**src/rtl/tdma_gate_pkg.sv**
```systemverilog
package tdma_gate_pkg;

  // Strobes issued by the control unit to the datapath each cycle
  typedef struct packed {
    logic loadTbtt;     // take the software value into next-TBTT
    logic advanceTbtt;  // a TBTT was consumed: step by one interval
    logic captureOpen;  // window opens: capture time stamp and length
  } gateStrobe_t;

  typedef enum logic [1:0] {
    GATE_UNARMED = 2'd0,
    GATE_CLOSED  = 2'd1,
    GATE_OPEN    = 2'd2
  } gateState_t;

endpackage

```
**src/rtl/tdma_gate_dp.sv**
```systemverilog
module tdma_gate_dp
  import tdma_gate_pkg::*;
#(
  parameter int TIME_W = 32,
  parameter int INTV_W = 24,
  parameter int LEN_W  = 16
) (
  input  logic              clk,
  input  logic              rstN,
  input  gateStrobe_t       strobe,
  input  logic [TIME_W-1:0] timeNow,
  input  logic [TIME_W-1:0] tbttValue,
  input  logic [INTV_W-1:0] beaconIntv,
  input  logic [LEN_W-1:0]  burstLen,
  output logic              tbttDue,
  output logic              burstExpired,
  output logic [TIME_W-1:0] tbttNext
);

  localparam int INTV_PAD = TIME_W - INTV_W;
  localparam int LEN_PAD  = TIME_W - LEN_W;

  logic [TIME_W-1:0] openStamp;
  logic [LEN_W-1:0]  lenHeld;
  logic [TIME_W-1:0] tbttDelta;
  logic [TIME_W-1:0] elapsed;

  // Modulo difference: the sign bit tells past from future
  always_comb begin
    tbttDelta    = timeNow - tbttNext;
    tbttDue      = ~tbttDelta[TIME_W-1];
    elapsed      = timeNow - openStamp;
    burstExpired = (elapsed >= {{LEN_PAD{1'b0}}, lenHeld});
  end

  always_ff @(posedge clk) begin
    if (!rstN) begin
      tbttNext <= '0;
    end else if (strobe.loadTbtt) begin
      tbttNext <= tbttValue;
    end else if (strobe.advanceTbtt) begin
      tbttNext <= tbttNext + {{INTV_PAD{1'b0}}, beaconIntv};
    end
  end

  always_ff @(posedge clk) begin
    if (!rstN) begin
      openStamp <= '0;
      lenHeld   <= '0;
    end else if (strobe.captureOpen) begin
      openStamp <= timeNow;
      lenHeld   <= burstLen;
    end
  end

endmodule

```
**src/rtl/tdma_gate_ctrl.sv**
```systemverilog
module tdma_gate_ctrl
  import tdma_gate_pkg::*;
(
  input  logic        clk,
  input  logic        rstN,
  input  logic        tbttLoad,
  input  logic        tbttDue,
  input  logic        burstExpired,
  input  logic        strictMode,
  input  logic        startReq,
  input  logic        frameDone,
  output gateStrobe_t strobe,
  output logic        startGrant,
  output logic        windowOpen,
  output logic        txBusy
);

  gateState_t state;
  gateState_t stateNext;
  logic       fireNow;
  logic       inFlight;

  always_comb begin
    fireNow            = (state != GATE_UNARMED) && tbttDue && !tbttLoad;
    strobe.loadTbtt    = tbttLoad;
    strobe.advanceTbtt = fireNow;
    strobe.captureOpen = fireNow && (state == GATE_CLOSED);
  end

  always_comb begin
    stateNext = state;
    case (state)
      GATE_UNARMED: if (tbttLoad) stateNext = GATE_CLOSED;
      GATE_CLOSED:  if (strobe.captureOpen) stateNext = GATE_OPEN;
      GATE_OPEN:    if (burstExpired) stateNext = GATE_CLOSED;
      default:      stateNext = GATE_UNARMED;
    endcase
  end

  always_ff @(posedge clk) begin
    if (!rstN) state <= GATE_UNARMED;
    else       state <= stateNext;
  end

  assign windowOpen = (state == GATE_OPEN);
  assign startGrant = startReq && !inFlight && (windowOpen || !strictMode);

  always_ff @(posedge clk) begin
    if (!rstN)          inFlight <= 1'b0;
    else if (frameDone) inFlight <= 1'b0;
    else if (startGrant) inFlight <= 1'b1;
  end

  assign txBusy = inFlight;

endmodule

```
**src/rtl/tdma_slot_gate.sv**
```systemverilog
module tdma_slot_gate
  import tdma_gate_pkg::*;
#(
  parameter int TIME_W = 32,
  parameter int INTV_W = 24,
  parameter int LEN_W  = 16
) (
  input  logic              clk,
  input  logic              rstN,
  input  logic [TIME_W-1:0] timeNow,
  input  logic              tbttLoad,
  input  logic [TIME_W-1:0] tbttValue,
  input  logic [INTV_W-1:0] beaconIntv,
  input  logic [LEN_W-1:0]  burstLen,
  input  logic              strictMode,
  input  logic              startReq,
  input  logic              frameDone,
  output logic              startGrant,
  output logic              windowOpen,
  output logic              txBusy,
  output logic [TIME_W-1:0] tbttNext
);

  gateStrobe_t strobe;
  logic        tbttDue;
  logic        burstExpired;

  tdma_gate_ctrl u_ctrl (
    .clk          (clk),
    .rstN         (rstN),
    .tbttLoad     (tbttLoad),
    .tbttDue      (tbttDue),
    .burstExpired (burstExpired),
    .strictMode   (strictMode),
    .startReq     (startReq),
    .frameDone    (frameDone),
    .strobe       (strobe),
    .startGrant   (startGrant),
    .windowOpen   (windowOpen),
    .txBusy       (txBusy)
  );

  tdma_gate_dp #(
    .TIME_W (TIME_W),
    .INTV_W (INTV_W),
    .LEN_W  (LEN_W)
  ) u_dp (
    .clk          (clk),
    .rstN         (rstN),
    .strobe       (strobe),
    .timeNow      (timeNow),
    .tbttValue    (tbttValue),
    .beaconIntv   (beaconIntv),
    .burstLen     (burstLen),
    .tbttDue      (tbttDue),
    .burstExpired (burstExpired),
    .tbttNext     (tbttNext)
  );

endmodule

```
**config.mk**
```make
export PLATFORM = sky130hd
export DESIGN_NAME = tdma_slot_gate
export DESIGN_NICKNAME = d
export VERILOG_FILES = /design/src/rtl/tdma_gate_pkg.sv /design/src/rtl/tdma_gate_dp.sv /design/src/rtl/tdma_gate_ctrl.sv /design/src/rtl/tdma_slot_gate.sv
export SDC_FILE = /design/constraint.sdc
export NUM_CORES = 1
export LEC_CHECK = 0
export BUFFER_PORTS_ARGS = -buffer_cell sky130_fd_sc_hd__buf_2
export CORE_MARGIN = 3
export CORE_UTILIZATION = 25
export DETAILED_ROUTE_END_ITERATION = 10
export SETUP_SLACK_MARGIN = 0.3
export SYNTH_ARGS = -nofsm -noshare
export SYNTH_HDL_FRONTEND = slang
export SYNTH_HIERARCHICAL = 1
export SYNTH_SLANG_ARGS = --single-unit
```
**constraint.sdc**
```tcl
create_clock -name clk -period 7.9 [get_ports clk]
set_input_delay 1.58 -clock clk [delete_from_list [all_inputs] [get_ports clk]]
set_output_delay 1.58 -clock clk [all_outputs]
set_load 0.05 [all_outputs]
```
# == Word level (Yosys, flattened, before mapping) ==
# Cells that the tools add are included.
# W data, S select, Z words.
# op_classes
n_eq_ne,5
n_bitwise,2
n_mux,6
n_addsub,3
n_reduce_logical,14
magnitude_cmp,1
# op_table
op,count
$mux W32,2
$sub A32 B32 Y32,2
$add A32 B24 Y32,1
$ge A32 B16 Y1,1
$mux W2,3
$ne A2 B2 Y1 const B,3
$pmux W2 S3,1
$logic_and A1 B1 Y1,5
$reduce_bool A2 Y1,2
$logic_not A1 Y1,3
$reduce_and A3 Y1,1
$eq A2 B1 Y1 const B,1
$eq A2 B2 Y1 const B,1
$logic_not A2 Y1,1
$not A1 Y1,2
$reduce_or A2 Y1,1
$logic_or A1 B1 Y1,1
# totals
ff_bits,83
wordCells,36
out_inout_bits,35

# == Depth between registers and ports, before layout ==
# Gate-level depths: netlist of the first run.
# depth
depth_word,7
ltp_mapped,23
mapped_depth_nobuf,22

# == Modules after synthesis ==
# Netlist of the first run, hierarchy kept.
# by_module_without_submodules
module,seq_area_each_um2,area_each_um2,n_inst,cells_per_inst
tdma_gate_dp,1601.5,7450.9,1,925
tdma_gate_ctrl,60.1,188.9,1,21

# == Worst setup path after synthesis of the first run ==
# Ideal clock, no wire load.
# synth_path
path_kind,input-to-reg
startpoint,input timeNow[4]
endpoint,register u_ctrl.state[1]
setup_time_ns,0.058
cell_stages,21
slack_ns,2.540
path_buffers,0
t_arrival_ns,5.303
cell_sequence,ha_1 a21o_1 a211o_1 o21ai_0 nand2_1 a21o_1 a21o_1 a21boi_0 xnor2_1 ha_1 o2111ai_1 o21ai_0 a221oi_1 nand3_1 nor3_1 o221ai_1 a2111o_1 a2111oi_2 o2111ai_1 nor2_1 o21a_1
# synth_lines
element,line_no,source
"start, declared",tdma_slot_gate.sv:10,"input logic [TIME_W-1:0] timeNow,"
$sub A32 B32 Y32,tdma_gate_dp.sv:32,elapsed = timeNow - openStamp;
$ge A32 B16 Y1,tdma_gate_dp.sv:33,"burstExpired = (elapsed >= {{LEN_PAD{1'b0}}, lenHeld});"
named net burstExpired,tdma_slot_gate.sv:26,logic burstExpired;
$ne A2 B2 Y1 (no line),-,
$reduce_and A3 Y1 (no line),-,
"end signal, assigned",tdma_gate_ctrl.sv:42,else state <= stateNext;
"end, declared",tdma_gate_ctrl.sv:18,gateState_t state;
# The timed path passes the listed nets, and every way through them passes these cells.
# A chain may end at the register's enable or synchronous reset.

# == Worst setup path after layout of the first run ==
# Same ends and word-level chain as after synthesis.

==> run metrics, run 1 <==
outcome=completed; via count=6988; All-Layer GR Usage=0.1327; setup repair bufs after CTS=0; most area-hungry cell type in the Yosys netlist=sky130_fd_sc_hd__dfxtp_1; area of the core=29870 sq um; vias in the first global route=6880; share of synthesized flip-flops with an asynchronous set or reset=0; IR drop worst, VDD=0.09554 mV; final critical path time including I/O delays and setup=5678 ps; leading cell types by count after synthesis=sky130_fd_sc_hd__inv_1, sky130_fd_sc_hd__ha_1, sky130_fd_sc_hd__dfxtp_1; main area contributors after synthesis=sky130_fd_sc_hd__dfxtp_1, sky130_fd_sc_hd__ha_1, sky130_fd_sc_hd__mux2i_1; FMAX=176.1 MHz; IO Port Bufs=144; post-cts resize count=0; total of hold buffers inserted after clock tree synthesis=0; most frequent cell after synthesis=sky130_fd_sc_hd__inv_1; final slew viol count=0; Storage cell area=1662 sq um; Worst Setup Path Type=primary input to flip-flop; required time at the worst-slack endpoint=8200 ps; part of the Yosys area used for sequential elements=0.2175; number of iterations in the first detailed-routing pass=5; Yosys top cell area share=0.2175; Nets=1286; number of placement rows=63; total clock buffers created by CTS=9; clock input transition at the sequential cells of the worst setup and hold paths=60 ps; global placer's final weighted congestion=0.8257; Clock Skews=9.883 ps; data arrival time of the critical path=5980 ps; clock tree from TritonCTS=yes; worst-case headroom to the max-slew limit=0.3785; number of placed I/O pins=145; total clock sinks=83; Cell Area, Placed=8753 sq um; pin count of the biggest net entering global routing=86; floorplan die height=180.8 um; area of the die=32690 sq um; post-route antenna net violation count=0; global-route congestion overflow total=0; Sum Neg Setup Slack=0 ps; hold violation total from the final report=0; type of the most critical hold path=flip-flop to flip-flop; wire length of the first global-routing pass=35440 um; initial cell density of the core=0.2557; hpwl dp=17530 um; worst hold margin=515.5 ps; slew at the pin closest to its max-slew limit=931.3 ps; ratio of cells with drive above 1 in the final layout=0.1708; warnings from Yosys=6; leakage power=0.003840 uW; category of the worst setup path capture point=flip-flop; max_cap viols=0; Synthesized Nets=1159; Filler Cells Inserted=3177; Max Fanout on Critical Path=4; buffer levels on the longest clock path=2; nature of the critical path startpoint=primary input; RSZ-0062 raised after global routing=false; # setup viols final=0; latest clock arrival within the worst-skew pair=350 ps; count of state elements after synthesis=83; number of enable flip-flop cells after synthesis=0; clock root buffer=sky130_fd_sc_hd__clkbuf_16; number of antenna violations at the first check in global routing=2; area taken by multi-input logic gates=5463 sq um; total DRC errors in the routed layout=0; Post-Syn Area=7640 sq um; count of routing violations after the opening detailed-route iteration=277; final routed wire length divided by cell count=14.89 um; PwrDens=162.1 nW/um^2; mean cell area of the mapped netlist=8.076 sq um; Via-to-Cell Ratio=4.757; summed area of non-filler cells in the final layout=9090 sq um; share of the cycle needed by the critical path after routing=0.7187; die outline width=180.8 um; total number of H-tree levels=3; final wirelength=21870 um; Top FF cell, synth=sky130_fd_sc_hd__dfxtp_1; count of cell types in the netlist=78; number of instances in the synthesized netlist=946; Worst Setup Slack, final=2222 ps; Layout Area Growth over Synthesis=18.98%; Setup WS pre-CTS=1885 ps
[kinds of logic (layout without fill, tap and decap cells)]
family                     after synthesis  after routing  share of synthesized area
DFF                                     83             83                     0.2175
other                                    0              2                          0
AOI/OAI and AO/OA                      279            279                     0.2522
buffers and inverters                  136            267                    0.06813
muxes                                   61             61                    0.08009
adders and majority gates              103            103                     0.1707
xor gates and xnor gates                36             36                    0.04127
and+or+nand+nor                        248            248                     0.1702
[layer usage]
layer	wire (um)	track usage	vias up
met3	783	0.02174	21
met1	10310	0.1746	3177
met5	0	0	-
met4	391	0.04114	0
met2	10380	0.2223	149
li1	-	-	3641
[report_power, final]
| part | internal, uW | total (uW) | switching (uW) |
|---|---|---|---|
| clock | 307 | 492 | 185 |
| combinational | 215 | 520 | 305 |
| sequential | 442 | 462 | 20.2 |
| total | 964 | 1470 | 510 |
[path summary, 6_finish.rpt]
kind	cells past startpoint	end	slack [ps]	startpoint
max	22	u_ctrl/state[1]$_SDFFE_PN0P_	2220	timeNow[4]
min	1	u_ctrl/txBusy$_SDFFE_PP0P_	520	u_ctrl/txBusy$_SDFFE_PP0P_
min reg2reg	1	u_ctrl/txBusy$_SDFFE_PP0P_	520	u_ctrl/txBusy$_SDFFE_PP0P_
max reg2reg	22	u_ctrl/state[1]$_SDFFE_PN0P_	3210	u_dp/openStamp[4]$_SDFFE_PN0P_
[flip-flops by register name, summed over array words and instances (netlist names)]
signal / cells
u_ctrl/state: 2
u_ctrl/txBusy: 1
u_dp/lenHeld: 16
u_dp/openStamp: 32
u_dp/tbttNext: 32
[per-stage QoR]
stage / total power [uW] / utilization / std cells
floorplan: 854.6 / - / 946
global placement: 984.5 / 0.2930 / 1452
detailed placement: 992.8 / 0.2930 / 1452
CTS: 1494 / 0.3041 / 1467
global route: 1571 / 0.3043 / 1469
finish: 1474 / 0.3043 / 1469
[layout by cell type (no fill, tap or decap), drive strengths merged, types with 28 or more instances in the layout]
master / instances
nand2: 48
dfxtp: 83
a21oi: 70
a21o: 33
nor2: 52
mux2i: 60
ha: 101
o21ai: 56
xnor2: 28
nor2b: 60
inv: 103
buf: 148
[worst max-delay path, cell delays in order]
cell and delay, ps:
sky130_fd_sc_hd__buf_2 120, sky130_fd_sc_hd__ha_1 350, sky130_fd_sc_hd__a21o_1 200, sky130_fd_sc_hd__a211o_1 280
sky130_fd_sc_hd__o21ai_0 200, sky130_fd_sc_hd__nand2_1 120, sky130_fd_sc_hd__a21o_1 190, sky130_fd_sc_hd__a21o_1 190
sky130_fd_sc_hd__a21boi_0 260, sky130_fd_sc_hd__xnor2_1 160, sky130_fd_sc_hd__ha_1 270, sky130_fd_sc_hd__o2111ai_1 110
sky130_fd_sc_hd__o21ai_0 120, sky130_fd_sc_hd__a221oi_1 210, sky130_fd_sc_hd__nand3_1 100, sky130_fd_sc_hd__nor3_1 210
sky130_fd_sc_hd__o221ai_1 150, sky130_fd_sc_hd__a2111o_1 380, sky130_fd_sc_hd__a2111oi_2 320, sky130_fd_sc_hd__o2111ai_1 210
sky130_fd_sc_hd__nor2_1 140, sky130_fd_sc_hd__o21a_1 110
[cell type report]
class,count,share of cell area
multi-input cells,727,0.6010
flip-flops and latches,83,0.1828
inverters,104,0.04295
clock inverters,5,0.01129
repair buffers,148,0.08259
diodes,2,0.0005506
clock buffers,10,0.02519
well taps,390,0.05368
Note: power is estimated with default switching activity, not from simulation.
==> run 2: changes to the inputs <==
clock period = 5.95 ns   (was 7.9 ns; I/O delays follow)
==> run 2 against run 1 <==
Worst setup slack lost 1500 ps. Utilization shrank 0.054 points. Via count grew 1.1%. Highest routed layer is now met5. Sequential power grew 33%. Largest cell class unchanged. Clock power grew 18%. Sequential share of layout area is essentially flat. Non-clock buffer count is the same. Critical path type unchanged. Critical endpoint unchanged. Largest power group unchanged.
==> run metrics, run 2 (same netlist as run 1, synthesis figures left out) <==
outcome=completed; hpwl dp=17510 um (-0.12%); Filler Cells Inserted=3191 (+0.44%); share of the cycle needed by the critical path after routing=0.8786; total number of H-tree levels=3 (unchanged); final slew viol count=0 (unchanged); required time at the worst-slack endpoint=6240 ps (-1960 ps); Via-to-Cell Ratio=4.807 (+1.1%); type of the most critical hold path=flip-flop to flip-flop; area of the core=29870 sq um (unchanged); vias in the first global route=7014 (+1.9%); final critical path time including I/O delays and setup=5228 ps; Internal Dissipation=1210 uW (+26%); clock tree from TritonCTS=yes; number of placed I/O pins=145 (unchanged); pin count of the biggest net entering global routing=86 (unchanged); Max Fanout on Critical Path=4 (unchanged); setup repair bufs after CTS=0 (unchanged); crit-path cells=buf_2, ha_1, a21o_1, a211o_1, o21ai_0, nand2_1, a21o_1, a21o_1, a21boi_1, xnor2_1, ha_1, o2111ai_1, o21ai_0, a221oi_1, nand3_1, nor3_1, o221ai_1, a2111o_1, a2111oi_2, o2111ai_2, nor2_1, o21a_1; IR drop worst, VDD=0.1252 mV (+31%); global-route congestion overflow total=0 (unchanged); net switching power of the design=675.4 uW (+32%); latest clock arrival within the worst-skew pair=350 ps (about the same); nature of the critical path startpoint=primary input; wire length of the first global-routing pass=35460 um (about the same); PwrDens=207.8 nW/um^2 (+28%); worst hold margin=514.7 ps (-0.8110 ps); switch share=0.3583 (+0.01227); FMAX=191.3 MHz; global placer's final weighted congestion=0.8194 (-0.76%); CP max stage delay=380 ps (about the same); Sequential Power Share=0.325 (+0.012); most frequent cells in the layout=sky130_fd_sc_hd__buf_2, sky130_fd_sc_hd__inv_1, sky130_fd_sc_hd__ha_1, sky130_fd_sc_hd__dfxtp_1, sky130_fd_sc_hd__a21oi_1; total clock buffers created by CTS=9 (unchanged); clock root buffer=sky130_fd_sc_hd__clkbuf_16; IO Port Bufs=144 (unchanged); # placed instances=1452 (unchanged); biggest regs=u_dp/openStamp: 32 flops, u_dp/tbttNext: 32 flops, u_dp/lenHeld: 16 flops; area of the die=32690 sq um (unchanged); # setup viols final=0 (unchanged); Logic pwr share=0.367 (+0.014); RSZ-0062 raised after global routing=false; Clk network pwr share=0.307 (-0.027); number of placement rows=63 (unchanged); initial cell density of the core=0.2557 (unchanged); via count=7067 (+1.1%); total DRC errors in the routed layout=0 (unchanged); All-Layer GR Usage=0.1326 (about the same); buffer levels on the longest clock path=2 (unchanged); category of the worst setup path capture point=flip-flop; post-route antenna net violation count=0 (unchanged); Layout Area Growth over Synthesis=18.77%; clock input transition at the sequential cells of the worst setup and hold paths=60 ps (about the same); Clock Skews=10.54 ps (+0.6521 ps); Worst Setup Path Type=primary input to flip-flop; ratio of cells with drive above 1 in the final layout=0.1716 (+0.0007692); Nets=1286 (unchanged); final wirelength=21950 um (+0.36%); most frequent standard cell in the layout excluding fill and tap cells=sky130_fd_sc_hd__buf_2; cell at the slowest stage of the critical path=sky130_fd_sc_hd__a2111oi_2; data arrival time of the critical path=5520 ps (-460 ps); count of routing violations after the opening detailed-route iteration=269 (-2.9%); worst-case headroom to the max-slew limit=0.3878 (+0.009363); final cell count without fillers=1470 (+0.068%); number of iterations in the first detailed-routing pass=5 (unchanged); die outline width=180.8 um (unchanged); final routed wire length divided by cell count=14.93 um (+0.29%); slew at the pin closest to its max-slew limit=917.3 ps (-14.03 ps); hold violation total from the final report=0 (unchanged); Sum Neg Setup Slack=0 ps (unchanged); floorplan die height=180.8 um (unchanged); CP most frequent cell=sky130_fd_sc_hd__a21o_1; number of antenna violations at the first check in global routing=3 (+1); max_cap viols=0 (unchanged); leakage power=0.003824 uW (-0.42%); total clock sinks=83 (unchanged)
-- run 2: layout make-up --
cell class | count | area, sq um | area share
diodes | 2 | 5.005 | 0.0005516
clock buffers | 12 | 246.5 | 0.02716
clock inverters | 4 | 50.05 | 0.005516
inverters | 104 | 390.4 | 0.04302
multi-input cells | 727 | 5469 | 0.6027
flip-flops and latches | 83 | 1662 | 0.1831
well taps | 390 | 488.0 | 0.05378
repair buffers | 148 | 763.2 | 0.08411
-- run 2: what timing repair did --
item,4_1_cts,5_1_grt
hold buffers,0,0
endpoints found under the hold margin,0,0
gates resized for setup,0,2
endpoints found under the setup margin,0,2
-- run 2: layer usage --
layer	GRT usage	routed length, um	vias up
li1	-	-	3636
met2	0.2235	10270	133
met5	0	7	-
met4	0.04452	471	2
met1	0.1718	10510	3265
met3	0.02215	681	31
-- run 2: worst paths after layout --
kind	startpoint	endpoint	slack, ps	cells past startpoint
max reg2reg	u_dp/openStamp[4]$_SDFFE_PN0P_	u_ctrl/state[1]$_SDFFE_PN0P_	1320	22
min	u_ctrl/txBusy$_SDFFE_PP0P_	u_ctrl/txBusy$_SDFFE_PP0P_	510	1
max	timeNow[4]	u_ctrl/state[1]$_SDFFE_PN0P_	720	22
min reg2reg	u_ctrl/txBusy$_SDFFE_PP0P_	u_ctrl/txBusy$_SDFFE_PP0P_	510	1
-- run 2: power groups by stage --
stage | combinational (uW) | sequential (uW) | clock [uW]
final | 693 | 613 | 579
after global routing | 779 | 618 | 620
after CTS | 696 | 613 | 606
after detailed placement | 692 | 625 | 0
after global placement | 683 | 624 | 0
after floorplan | 460 | 675 | 0
-- run 2: critical path: cells and delay by family --
| family | cells | cell delay [ps] |
|---|---|---|
| adders and majority gates | 2 | 620 |
| AOI/OAI and AO/OA | 14 | 2860 |
| and+or+nand+nor | 4 | 560 |
| xor gates and xnor gates | 1 | 160 |
| buffers and inverters | 1 | 120 |
-- run 2: per-stage QoR --
stage	setup slack [ps]	cell area, sq um	power, uW	utilization
2_1_floorplan	979.6	7640	1135	-
3_3_place_gp	350.4	8766	1307	0.2934
3_5_place_dp	305.0	8766	1318	0.2934
4_1_cts	667.2	9062	1915	0.3033
5_1_grt	300.1	9074	2016	0.3037
6_report	722.1	9074	1885	0.3037
